### config.mk
export PLATFORM = sky130hd
export DESIGN_NAME = nanp_top
export DESIGN_NICKNAME = d
export VERILOG_FILES = /design/src/rtl/nanp_pkg.sv /design/src/rtl/nanp_classify.sv /design/src/rtl/nanp_policy.sv /design/src/rtl/nanp_stage.sv /design/src/rtl/nanp_top.sv
export SDC_FILE = /design/constraint.sdc
export NUM_CORES = 1
export LEC_CHECK = 0
export ABC_AREA = 1
export BUFFER_PORTS_ARGS = -buffer_cell sky130_fd_sc_hd__buf_2
export CORE_AREA = 3 3 92 72
export DETAILED_ROUTE_END_ITERATION = 16
export DIE_AREA = 0 0 95 75
export PLACE_DENSITY = 0.78
export RECOVER_POWER = 100
export SETUP_SLACK_MARGIN = 0.15
export SLEW_MARGIN = 20
export SYNTH_ARGS = -nofsm -noshare
export SYNTH_HDL_FRONTEND = slang
export SYNTH_SLANG_ARGS = --single-unit
### constraint.sdc
create_clock -name clk -period 4.25 [get_ports clk]
set_clock_uncertainty 0.1 [all_clocks]
set_input_delay 0.85 -clock clk [delete_from_list [all_inputs] [get_ports clk]]
set_output_delay 0.85 -clock clk [all_outputs]
set_load 0.1 [all_outputs]
### src/rtl/nanp_pkg.sv
package nanp_pkg;

  typedef enum logic [2:0] {
    POL_FIRST  = 3'd0,
    POL_SECOND = 3'd1,
    POL_LEGACY = 3'd2,
    POL_SIGPRI = 3'd3,
    POL_CANON  = 3'd4
  } pol_e;

  typedef struct packed {
    logic is_nan;
    logic is_snan;
  } fp_class_t;

endpackage

### src/rtl/nanp_classify.sv
module nanp_classify
  import nanp_pkg::*;
#(
  parameter int EXP_W  = 8,
  parameter int FRAC_W = 23,
  localparam int W     = 1 + EXP_W + FRAC_W
) (
  input  logic [W-1:0] op,
  output fp_class_t    cls,
  output logic [W-1:0] quieted
);

  logic exp_ones;
  logic frac_nz;

  assign exp_ones    = &op[W-2 -: EXP_W];
  assign frac_nz     = |op[FRAC_W-1:0];
  assign cls.is_nan  = exp_ones & frac_nz;
  assign cls.is_snan = exp_ones & frac_nz & ~op[FRAC_W-1];

  // Quiet bit is the fraction MSB; everything else is kept.
  always_comb begin
    quieted             = op;
    quieted[FRAC_W-1]   = 1'b1;
  end

endmodule

### src/rtl/nanp_policy.sv
module nanp_policy
  import nanp_pkg::*;
#(
  parameter int EXP_W   = 8,
  parameter int FRAC_W  = 23,
  parameter int CAUSE_W = 3,
  localparam int W      = 1 + EXP_W + FRAC_W
) (
  input  fp_class_t          cls_a,
  input  fp_class_t          cls_b,
  input  logic [W-1:0]       qa,
  input  logic [W-1:0]       qb,
  input  logic [W-1:0]       dp,
  input  logic               create,
  input  logic [CAUSE_W-1:0] cause,
  input  logic [2:0]         mode,
  output logic [W-1:0]       result,
  output logic               result_nan,
  output logic               invalid
);

  localparam logic [W-1:0] CANON_NAN =
    {1'b0, {EXP_W{1'b1}}, 1'b1, {(FRAC_W-1){1'b0}}};

  logic any_nan;
  logic both_nan;
  logic canon;
  logic pick_b;
  logic dp_nan;
  logic made_nan;
  pol_e pol;

  assign pol      = pol_e'(mode);
  assign any_nan  = cls_a.is_nan | cls_b.is_nan;
  assign both_nan = cls_a.is_nan & cls_b.is_nan;
  assign canon    = mode[2];
  assign made_nan = create & ~any_nan;
  assign dp_nan   = (&dp[W-2 -: EXP_W]) & (|dp[FRAC_W-1:0]);

  // Which operand wins; only meaningful while any_nan is set.
  always_comb begin
    unique case (pol)
      POL_FIRST:  pick_b = ~cls_a.is_nan;
      POL_SECOND: pick_b = cls_b.is_nan;
      POL_LEGACY: pick_b = both_nan ? ~cls_b.is_snan : cls_b.is_nan;
      POL_SIGPRI: pick_b = both_nan ? (cls_b.is_snan & ~cls_a.is_snan)
                                    : cls_b.is_nan;
      default:    pick_b = 1'b0;
    endcase
  end

  always_comb begin
    if (any_nan) begin
      result = canon ? CANON_NAN : (pick_b ? qb : qa);
    end else if (made_nan) begin
      result = CANON_NAN;
      if (!canon) result[CAUSE_W-1:0] = cause;
    end else begin
      result = dp;
    end
  end

  assign result_nan = any_nan | made_nan | dp_nan;
  assign invalid    = cls_a.is_snan | cls_b.is_snan | made_nan;

endmodule

### src/rtl/nanp_stage.sv
module nanp_stage #(
  parameter int W = 32
) (
  input  logic         clk,
  input  logic         rst_n,
  input  logic         in_valid,
  output logic         in_ready,
  input  logic [W-1:0] d_res,
  input  logic         d_nan,
  input  logic         d_inv,
  output logic         out_valid,
  input  logic         out_ready,
  output logic [W-1:0] q_res,
  output logic         q_nan,
  output logic         q_inv
);

  logic accept;

  assign in_ready = ~out_valid | out_ready;
  assign accept   = in_valid & in_ready;

  always_ff @(posedge clk) begin
    if (!rst_n) begin
      out_valid <= 1'b0;
      q_res     <= '0;
      q_nan     <= 1'b0;
      q_inv     <= 1'b0;
    end else begin
      out_valid <= accept | (out_valid & ~out_ready);
      if (accept) begin
        q_res <= d_res;
        q_nan <= d_nan;
        q_inv <= d_inv;
      end
    end
  end

endmodule

### src/rtl/nanp_top.sv
module nanp_top
  import nanp_pkg::*;
#(
  parameter int EXP_W   = 8,
  parameter int FRAC_W  = 23,
  parameter int CAUSE_W = 3,
  localparam int W      = 1 + EXP_W + FRAC_W
) (
  input  logic               clk,
  input  logic               rst_n,
  input  logic               in_valid,
  output logic               in_ready,
  input  logic [W-1:0]       op_a,
  input  logic [W-1:0]       op_b,
  input  logic [W-1:0]       dp_result,
  input  logic               op_create,
  input  logic [CAUSE_W-1:0] op_cause,
  input  logic [2:0]         mode,
  output logic               out_valid,
  input  logic               out_ready,
  output logic [W-1:0]       res,
  output logic               res_nan,
  output logic               res_invalid
);

  localparam int NOPS = 2;

  logic [W-1:0] ops  [NOPS];
  logic [W-1:0] qops [NOPS];
  fp_class_t    cls  [NOPS];

  assign ops[0] = op_a;
  assign ops[1] = op_b;

  for (genvar i = 0; i < NOPS; i++) begin : g_cls
    nanp_classify #(.EXP_W(EXP_W), .FRAC_W(FRAC_W)) u_cls (
      .op      (ops[i]),
      .cls     (cls[i]),
      .quieted (qops[i])
    );
  end

  logic [W-1:0] sel_res;
  logic         sel_nan;
  logic         sel_inv;

  nanp_policy #(.EXP_W(EXP_W), .FRAC_W(FRAC_W), .CAUSE_W(CAUSE_W)) u_pol (
    .cls_a      (cls[0]),
    .cls_b      (cls[1]),
    .qa         (qops[0]),
    .qb         (qops[1]),
    .dp         (dp_result),
    .create     (op_create),
    .cause      (op_cause),
    .mode       (mode),
    .result     (sel_res),
    .result_nan (sel_nan),
    .invalid    (sel_inv)
  );

  nanp_stage #(.W(W)) u_stage (
    .clk       (clk),
    .rst_n     (rst_n),
    .in_valid  (in_valid),
    .in_ready  (in_ready),
    .d_res     (sel_res),
    .d_nan     (sel_nan),
    .d_inv     (sel_inv),
    .out_valid (out_valid),
    .out_ready (out_ready),
    .q_res     (res),
    .q_nan     (res_nan),
    .q_inv     (res_invalid)
  );

endmodule

Word-level counts from Yosys, hierarchy flattened
Cells that the tools add are included.

Bits in registers: 35. Output and inout port bits: 36.

Eq/ne operators: 3. Multiplexer cells: 8. Bitwise gates (word level): 25. Reduce and logical (&&, ||, !) cells: 7.

Operators by type and width (count): $mux 32 (4); $reduce_or 23->1 (3); $reduce_and 8->1 (3); $and 1x1->1 (10); $not 1->1 (8); $or 1x1->1 (7); $eq 3x2->1 const B (2); $pmux 1 s4 (1); $eq 3x1->1 const B (1); $logic_not 3->1 (1); $mux 3 (1); $mux 1 (2).

Depth between registers and ports, before layout
Gate-level depths: netlist (run 1).

Depth in word-level cells: 10. Gate-level depth with buffers: 12. Depth with buffers taken out: 11.

Cells and area by module
Synthesis (run 1) repeated with hierarchy kept, for this count alone.

Cells, all modules: 622. Area, all modules: 3544.6 sq um.

Modules (own cells, without submodules): nanp_stage (times used 1, cells each 228, area an instance 1610.3 sq um, sequential area each 700.7 sq um); nanp_policy (times used 1, cells each 272, area an instance 1218.7 sq um, sequential area each 0.0 sq um); nanp_classify (times used 2, cells each 61, area an instance 357.8 sq um, sequential area each 0.0 sq um).

Least setup slack after synthesis (run 1)
OpenSTA, ideal clock, no wires.

Path kind: flip-flop to flip-flop. Start point: reg u_stage.out_valid. End point: reg u_stage.q_res[23]. Arrival time: 2.730 ns. Data required time: 4.078 ns. Setup slack: 1.348 ns. Stages on the path, launching flop included: 7. Path buffers: 2. Cell sequence: dfxtp_1 -> nand2_1 -> nand2_1 -> buf_2 -> buf_2 -> nand2_1 -> a21oi_1.

Word-level cells in the longest chain between the ends: 3.

Ends and longest elaborated chain: from (decl) (line nanp_stage.sv:11) `output logic out_valid,`; from (signal assigned) (line nanp_stage.sv:30) `out_valid <= accept | (out_valid & ~out_ready);`; $not 1->1 (line nanp_stage.sv:20) `assign in_ready = ~out_valid | out_ready;`; $or 1x1->1 (line nanp_stage.sv:20); via in_ready (line nanp_top.sv:12) `output logic in_ready,`; $and 1x1->1 (line nanp_stage.sv:21) `assign accept = in_valid & in_ready;`; to (signal assigned) (line nanp_stage.sv:32) `q_res <= d_res;`; to (decl) (line nanp_stage.sv:13) `output logic [W-1:0] q_res,`.

The timed path passes the listed nets, and every way through them passes these cells. A chain may end at the register's enable or synchronous reset.

Final worst setup path (run 1)
Start point: in op_a[8]. End point: reg u_stage.q_res[13].

Word-level cells in the longest chain between the ends: 10. Elaborated cells between the ends (all ways): 17. Classes of those cells: 7 x mux; 9 x bitwise; 1 x reduce/logical.

Ends and longest elaborated chain: from (decl) (line nanp_top.sv:13) `input logic [W-1:0] op_a,`; $reduce_or 23->1 * (line nanp_classify.sv:17) `assign frac_nz = |op[FRAC_W-1:0];`; $and 1x1->1 * (line nanp_classify.sv:18, nanp_classify.sv:19); $and 1x1->1 (line nanp_classify.sv:19) `assign cls.is_snan = exp_ones & frac_nz & ~op[FRAC_W-1];`; $not 1->1 (line nanp_policy.sv:46) `POL_SIGPRI: pick_b = both_nan ? (cls_b.is_snan & ~cls_a.is_snan)`; $and 1x1->1 (line nanp_policy.sv:46); $mux 1 (line nanp_policy.sv:46); $pmux 1 s4 (line nanp_policy.sv:42) `unique case (pol)`; $mux 32 (2 in a row) (line nanp_policy.sv:54) `result = canon ? CANON_NAN : (pick_b ? qb : qa);`; $mux 32 * (line nanp_policy.sv:53) `if (any_nan) begin`.

Mark *: on every way between the ends. The rest lies on a longest branch, timed or not.

==> flow_summary.toml, run 1 <==
[run_status]
outcome = "complete, no violations"

[sta]
fin_tns_setup_ns = 0
finalCriticalPeriod_ns = 2.93
tightest_slew_ns = 1.22
slew_headroom_pct = 18.9
max_freq_ghz = 0.341
finalHoldViolCount = 0
post-route-period-util_pct = 69.0
maxSlewViolCount = 0
setup_violations = 0
rsz0062_at_grt = "false"
fin_ws_ns = 1.32

[power]
cellPowerDensity_mw_per_mm2 = 296
peakVddDrop_v = 0.000195
p_leak_uw = 0.00170

[cells_and_area]
multi_input_comb_area_mm2 = 0.00143
layout_common_cells = "buf_2 (104), nand2_1 (92), inv_1 (74), clkbuf_1 (40), o21ai_0 (36)"
regArea_um2 = 701
fin_area_mm2 = 0.00328
nFillCells = 650
final_common_cell = "buf_2"
nNetsFinal = 652
layout.cells.non_filler = 624
drive_above_1_share_pct = 28.8
area_growth_pct = 25.7
diodes = 0

[cts]
cts_resized = 0
post_cts_buffers = 0
cts_hold_buffers = 0
numCtsBuffers = 5
clk_transition_reported_paths_ns = 0.07
cts_max_level = 2
root_buffer = "clkbuf_8"
cts_tree = "yes"
clk_path_buf_depth = 2
clk_latency_ns = 0.28
cts.sinks = 35

[hold_path]
hp-start = "u_stage.q_res[27]"
whs_endpoint = "u_stage.q_res[27]"
hold_class = "flip-flop to flip-flop"
hold_depth = 2

[global_route]
grt_overflow = 0
grt_pass1_wl_mm = 12.8
antenna_found_initial = 0
grt_util_all_layers_pct = 22.7
grt_pass1_vias = 2807
grt_max_degree = 40

[critical_path]
worstPathArrival_ns = 3.04
crit_path_end_kind = "flip-flop"
r2r_start = "u_stage.out_valid"
crit_type = "primary input to flip-flop"
reg2reg_depth = 6
required_ns = 4.36
r2r_slack_ns = 2.16
worst-path-max-fanout = 24
r2r_end = "u_stage.q_res[24]"
start_kind = "primary input"

[synth]
yosysSeqAreaShare_pct = 26.8
syn_nets = 521
synth.ff_latch_count = 35
yosysWarnings = 0
syn_avg_cell_area_um2 = 6.31
synth_top_area_cell = "dfxtp_1"
postSynthCellCount = 414
synth_area_leaders = "dfxtp_1 (27%), nand2_1 (13%), a21oi_2 (12%)"
yosysTopAreaCellShare_pct = 26.8
yosys.cell_types.count = 27
synth_area_mm2 = 0.00261

[placement]
post-place-ws_ns = 1.41
post-dp-hpwl_mm = 6.69
portBuffers = 142
dpl.cell_count = 616
gp_congestion = 0.872
post_dp_cell_area_mm2 = 0.00330

[route]
viasPerCell = 4.96
drc = 0
wl_per_cell_um = 13.3
vias = 3096
antenna_left = 0
firstDrtPassIters = 6
drt_iter0_markers = 119
drt-total-wl_mm = 8.27

[die]
core_mm2 = 0.00580
die_area_mm2 = 0.00713
dieWidth_um = 95
num_rows = 24
die_h_um = 75
initial_core_util_pct = 45.1
io_pins = 143

[flow_run]
cap_violations = 0
## metal layers
metal / routed length (um) / up-vias / GRT usage [%]
met3: 752 / 10 / 5.59
met5: 0 / - / 0
met1: 3720 / 1365 / 31.0
met2: 3720 / 137 / 36.6
met4: 85 / 0 / 5.44
li1: - / 1584 / -
## final cells by class
type | count | share of cell area (%)
timing repair buffer | 143 | 20.4
clock buffer | 7 | 2.33
sequential | 35 | 21.3
clock inverter | 1 | 0.152
inverter | 80 | 9.23
tap | 78 | 2.97
multi-input combinational | 280 | 43.5
## through the flow
step | total power, uW | hold WS (ns) | utilization, %
after floorplan | 657 | 0.805 | -
after global placement | 754 | 0.351 | 56.9
after detailed placement | 758 | 0.354 | 56.9
after CTS | 985 | 0.365 | 58.3
after global routing | 1020 | 0.388 | 56.6
final | 972 | 0.364 | 56.6
## registers in the layout (all words and copies together), names as in the netlist
name and flops:
u_stage.q_inv 1, u_stage.q_nan 1, u_stage.out_valid 1, u_stage.q_res 32
## cell families (layout without fill, tap and decap cells)
logic type / after synthesis / after routing / share of synthesized area (%)
compound gates: 94 / 94 / 23.9
simple gates: 186 / 186 / 32.6
buf+inv: 99 / 231 / 16.6
flops: 35 / 35 / 26.8
## Yosys cell counts
cell type	count
nand2_1	92
inv_1	74
a21oi_2	37
o21ai_0	36
dfxtp_1	35
nor2_1	31
nand3_1	30
a21oi_1	17
nand4_1	11
buf_2	10
clkbuf_1	5
nand2_2	5
nor4_1	5
inv_2	4
nand3_2	4
a31oi_1	2
buf_12	2
buf_6	2
nand2_4	2
nor2_2	2
nor3_1	2
a21oi_4	1
clkinv_1	1
inv_4	1
nand3_4	1
o22ai_1	1
or2_2	1
## where the power goes
group          switching, uW  leakage (uW)  internal [uW]
combinational            293       0.00137           82.5
sequential              13.3      0.000290            353
clock                    115     0.0000422            115
## worst max-delay path, stage by stage
cell and delay (ns):
buf_2 0.11, nor2_1 0.10, nand3_1 0.14, nor2_1 0.12, nand3_1 0.18, nand3_2 0.38
nand3_1 0.70, nand2_1 0.26, nand2_2 0.07, a21oi_1 0.12
## worst max-delay path by stage
stage,startpoint,to,slack (ns)
floorplan,u_stage.out_valid,u_stage.q_res[23],1.35
global placement,op_a[4],u_stage.q_res[20],1.40
detailed placement,op_a[4],u_stage.q_res[21],1.41
CTS,op_a[4],u_stage.q_res[21],1.69
global route,op_a[4],u_stage.q_res[18],1.02
finish,op_a[8],u_stage.q_res[13],1.32
No activity file was read; power rests on OpenSTA's default activity.
==> run 2: changes to the inputs <==
--- a/config.mk
+++ b/config.mk
@@ -5,12 +5,12 @@
 export SDC_FILE = /design/constraint.sdc
 export NUM_CORES = 1
 export LEC_CHECK = 0
-export ABC_AREA = 1
+export ABC_AREA = 0
 export BUFFER_PORTS_ARGS = -buffer_cell sky130_fd_sc_hd__buf_2
-export CORE_AREA = 3 3 92 72
+export CORE_AREA = 3 3 87 69
 export DETAILED_ROUTE_END_ITERATION = 16
-export DIE_AREA = 0 0 95 75
-export PLACE_DENSITY = 0.78
+export DIE_AREA = 0 0 90 72
+export PLACE_DENSITY = 0.77
 export RECOVER_POWER = 100
 export SETUP_SLACK_MARGIN = 0.15
 export SLEW_MARGIN = 20
==> constraint.sdc (replaced) <==
create_clock -name clk -period 2.8 [get_ports clk]
set_clock_uncertainty 0.1 [all_clocks]
set_input_delay 0.56 -clock clk [delete_from_list [all_inputs] [get_ports clk]]
set_output_delay 0.56 -clock clk [all_outputs]
set_load 0.1 [all_outputs]
==> flow_summary.toml, run 2 <==
[sta]
slew_headroom_pct = 20.9
maxSlewViolCount = 0
max_freq_ghz = 0.396
finalCriticalPeriod_ns = 2.53
post-route-period-util_pct = 90.2
rsz0062_at_grt = "true"
finalHoldViolCount = 0
tightest_slew_ns = 1.19
holdWs_ns = 0.423
setup_violations = 0

[power]
cellPowerDensity_mw_per_mm2 = 494
p_leak_uw = 0.00140
peakVddDrop_v = 0.000226

[global_route]
grt_pass1_wl_mm = 12.7
grt_pass1_vias = 2590
grt_util_all_layers_pct = 24.3
grtUsageMet3_pct = 6.63
use_met1_pct = 31.7
grt_overflow = 0
grt.met2_usage_pct = 40.0
grt.busiest_layer = "met2"
antenna_found_initial = 0
grt_max_degree = 22

[cts]
cts_resized = 0
clk_path_buf_depth = 2
cts.sinks = 35
cts_tree = "yes"
clk_latency_ns = 0.28
clk_transition_reported_paths_ns = 0.08
root_buffer = "clkbuf_8"
post_cts_buffers = 0
cts_hold_buffers = 0
cts_max_level = 2
numCtsBuffers = 5

[flow_run]
cap_violations = 0

[critical_path]
worstPathArrival_ns = 2.61
crit_type = "primary input to flip-flop"
required_ns = 2.89
crit_path_end_kind = "flip-flop"
worst-path-max-fanout = 14
start_kind = "primary input"
r2r_slack_ns = 0.96

[synth]
yosysWarnings = 0
syn_avg_cell_area_um2 = 8.01
ys_top_cells_by_count = "dfxtp_1 (35), nor2_1 (34), nand2_1 (26)"
syn_nets = 383
async_reset_ff_share_pct = 0
yosysTopAreaCellShare_pct = 31.7
synth_top_area_cell = "dfxtp_1"
postSynthCellCount = 276
synth_enable_flop_cells = 0
yosys.cell_types.count = 36
yosysSeqAreaShare_pct = 31.7
synth_area_leaders = "dfxtp_1 (32%), mux2_2 (6.1%), nor2_1 (5.8%)"
synth-main-ff-cell = "dfxtp_1"
synth.ff_latch_count = 35
synth_area_mm2 = 0.00221
synth_most_common_cell = "dfxtp_1"

[die]
die_h_um = 72
dieWidth_um = 90
num_rows = 23
initial_core_util_pct = 42.2
core_mm2 = 0.00524
die_area_mm2 = 0.00648
io_pins = 143

[route]
firstDrtPassIters = 4
vias = 2703
viasPerCell = 5.38
drt_iter0_markers = 149
drc = 0
drt-total-wl_mm = 8.17
antenna_left = 0
wl_per_cell_um = 16.3

[placement]
post-dp-hpwl_mm = 6.51
gp_congestion = 0.960
portBuffers = 142

[cells_and_area]
layout_common_cells = "buf_2 (104), clkbuf_1 (40), nor2_1 (34), dfxtp_1 (34), nand2_1 (26)"
largest_register_ffs = 32
diodes = 0
nNetsFinal = 533
drive_above_1_share_pct = 34.0
final_util_pct = 59.3
top_register = "u_stage.q_res"
area_growth_pct = 40.5
final_common_cell = "buf_2"

[run_status]
outcome = "complete, no violations"

[hold_path]
hold_class = "flip-flop to flip-flop"
run 2: area by class of cell:
cell class | instances | area (um^2)
multi-input cells | 199 | 1300
flip-flops and latches | 35 | 702
inverters | 24 | 90.1
clock buffers | 6 | 82.6
fillers | 527 | 2130
well taps | 75 | 93.8
clock inverters | 2 | 35.0
repair buffers | 161 | 798
run 2: worst paths after layout:
path	start	to	cells after the start
max	op_a[17]	u_stage.q_res[16]	8
min	u_stage.out_valid	u_stage.out_valid	2
max reg2reg	u_stage.out_valid	u_stage.q_res[7]	6
min reg2reg	u_stage.out_valid	u_stage.out_valid	2
run 2: layer usage:
layer | share of wire, % | routed length [um] | up-vias
li1 | - | - | 1313
met1 | 44 | 3570 | 1231
met2 | 45 | 3690 | 150
met3 | 10 | 817 | 9
met4 | 1.2 | 97 | 0
met5 | 0 | 0 | -
run 2: kinds of logic (layout without fill, tap and decap cells):
kind of cell           after synthesis  count (layout)  share of synthesized area, %
and+or+nand+nor                     96              96                          21.0
buffers and inverters               42             193                          9.23
AOI/OAI and AO/OA                   81              81                          27.5
DFF                                 35              35                          31.7
muxes                               22              22                          10.6
run 2: critical path: stages:
cell      delay, ns
clkbuf_1       0.10
nor4_2         0.31
nand4_1        0.18
o21a_1         0.23
a222oi_1       0.39
buf_4          0.30
mux2_2         0.37
a22o_1         0.17
run 2: through the flow:
stage	area [um^2]	power, uW	setup WS [ns]	TNS [ns]	cells
2_1_floorplan	2210	906	0.252	0	276
3_3_place_gp	3020	1060	0.0816	0	490
3_5_place_dp	3020	1060	-0.0497	-0.239	490
4_1_cts	3130	1540	0.253	0	498
5_1_grt	3110	1590	0.141	0	502
6_report	3110	1530	0.275	0	502
run 2: power by group:
part | switching, uW | internal, uW | total, uW | leakage, uW
registers | 18.4 | 527 | 546 | 0.000288
clock network | 197 | 288 | 485 | 0.0000612
logic | 363 | 140 | 504 | 0.00105
total | 579 | 956 | 1530 | 0.00140
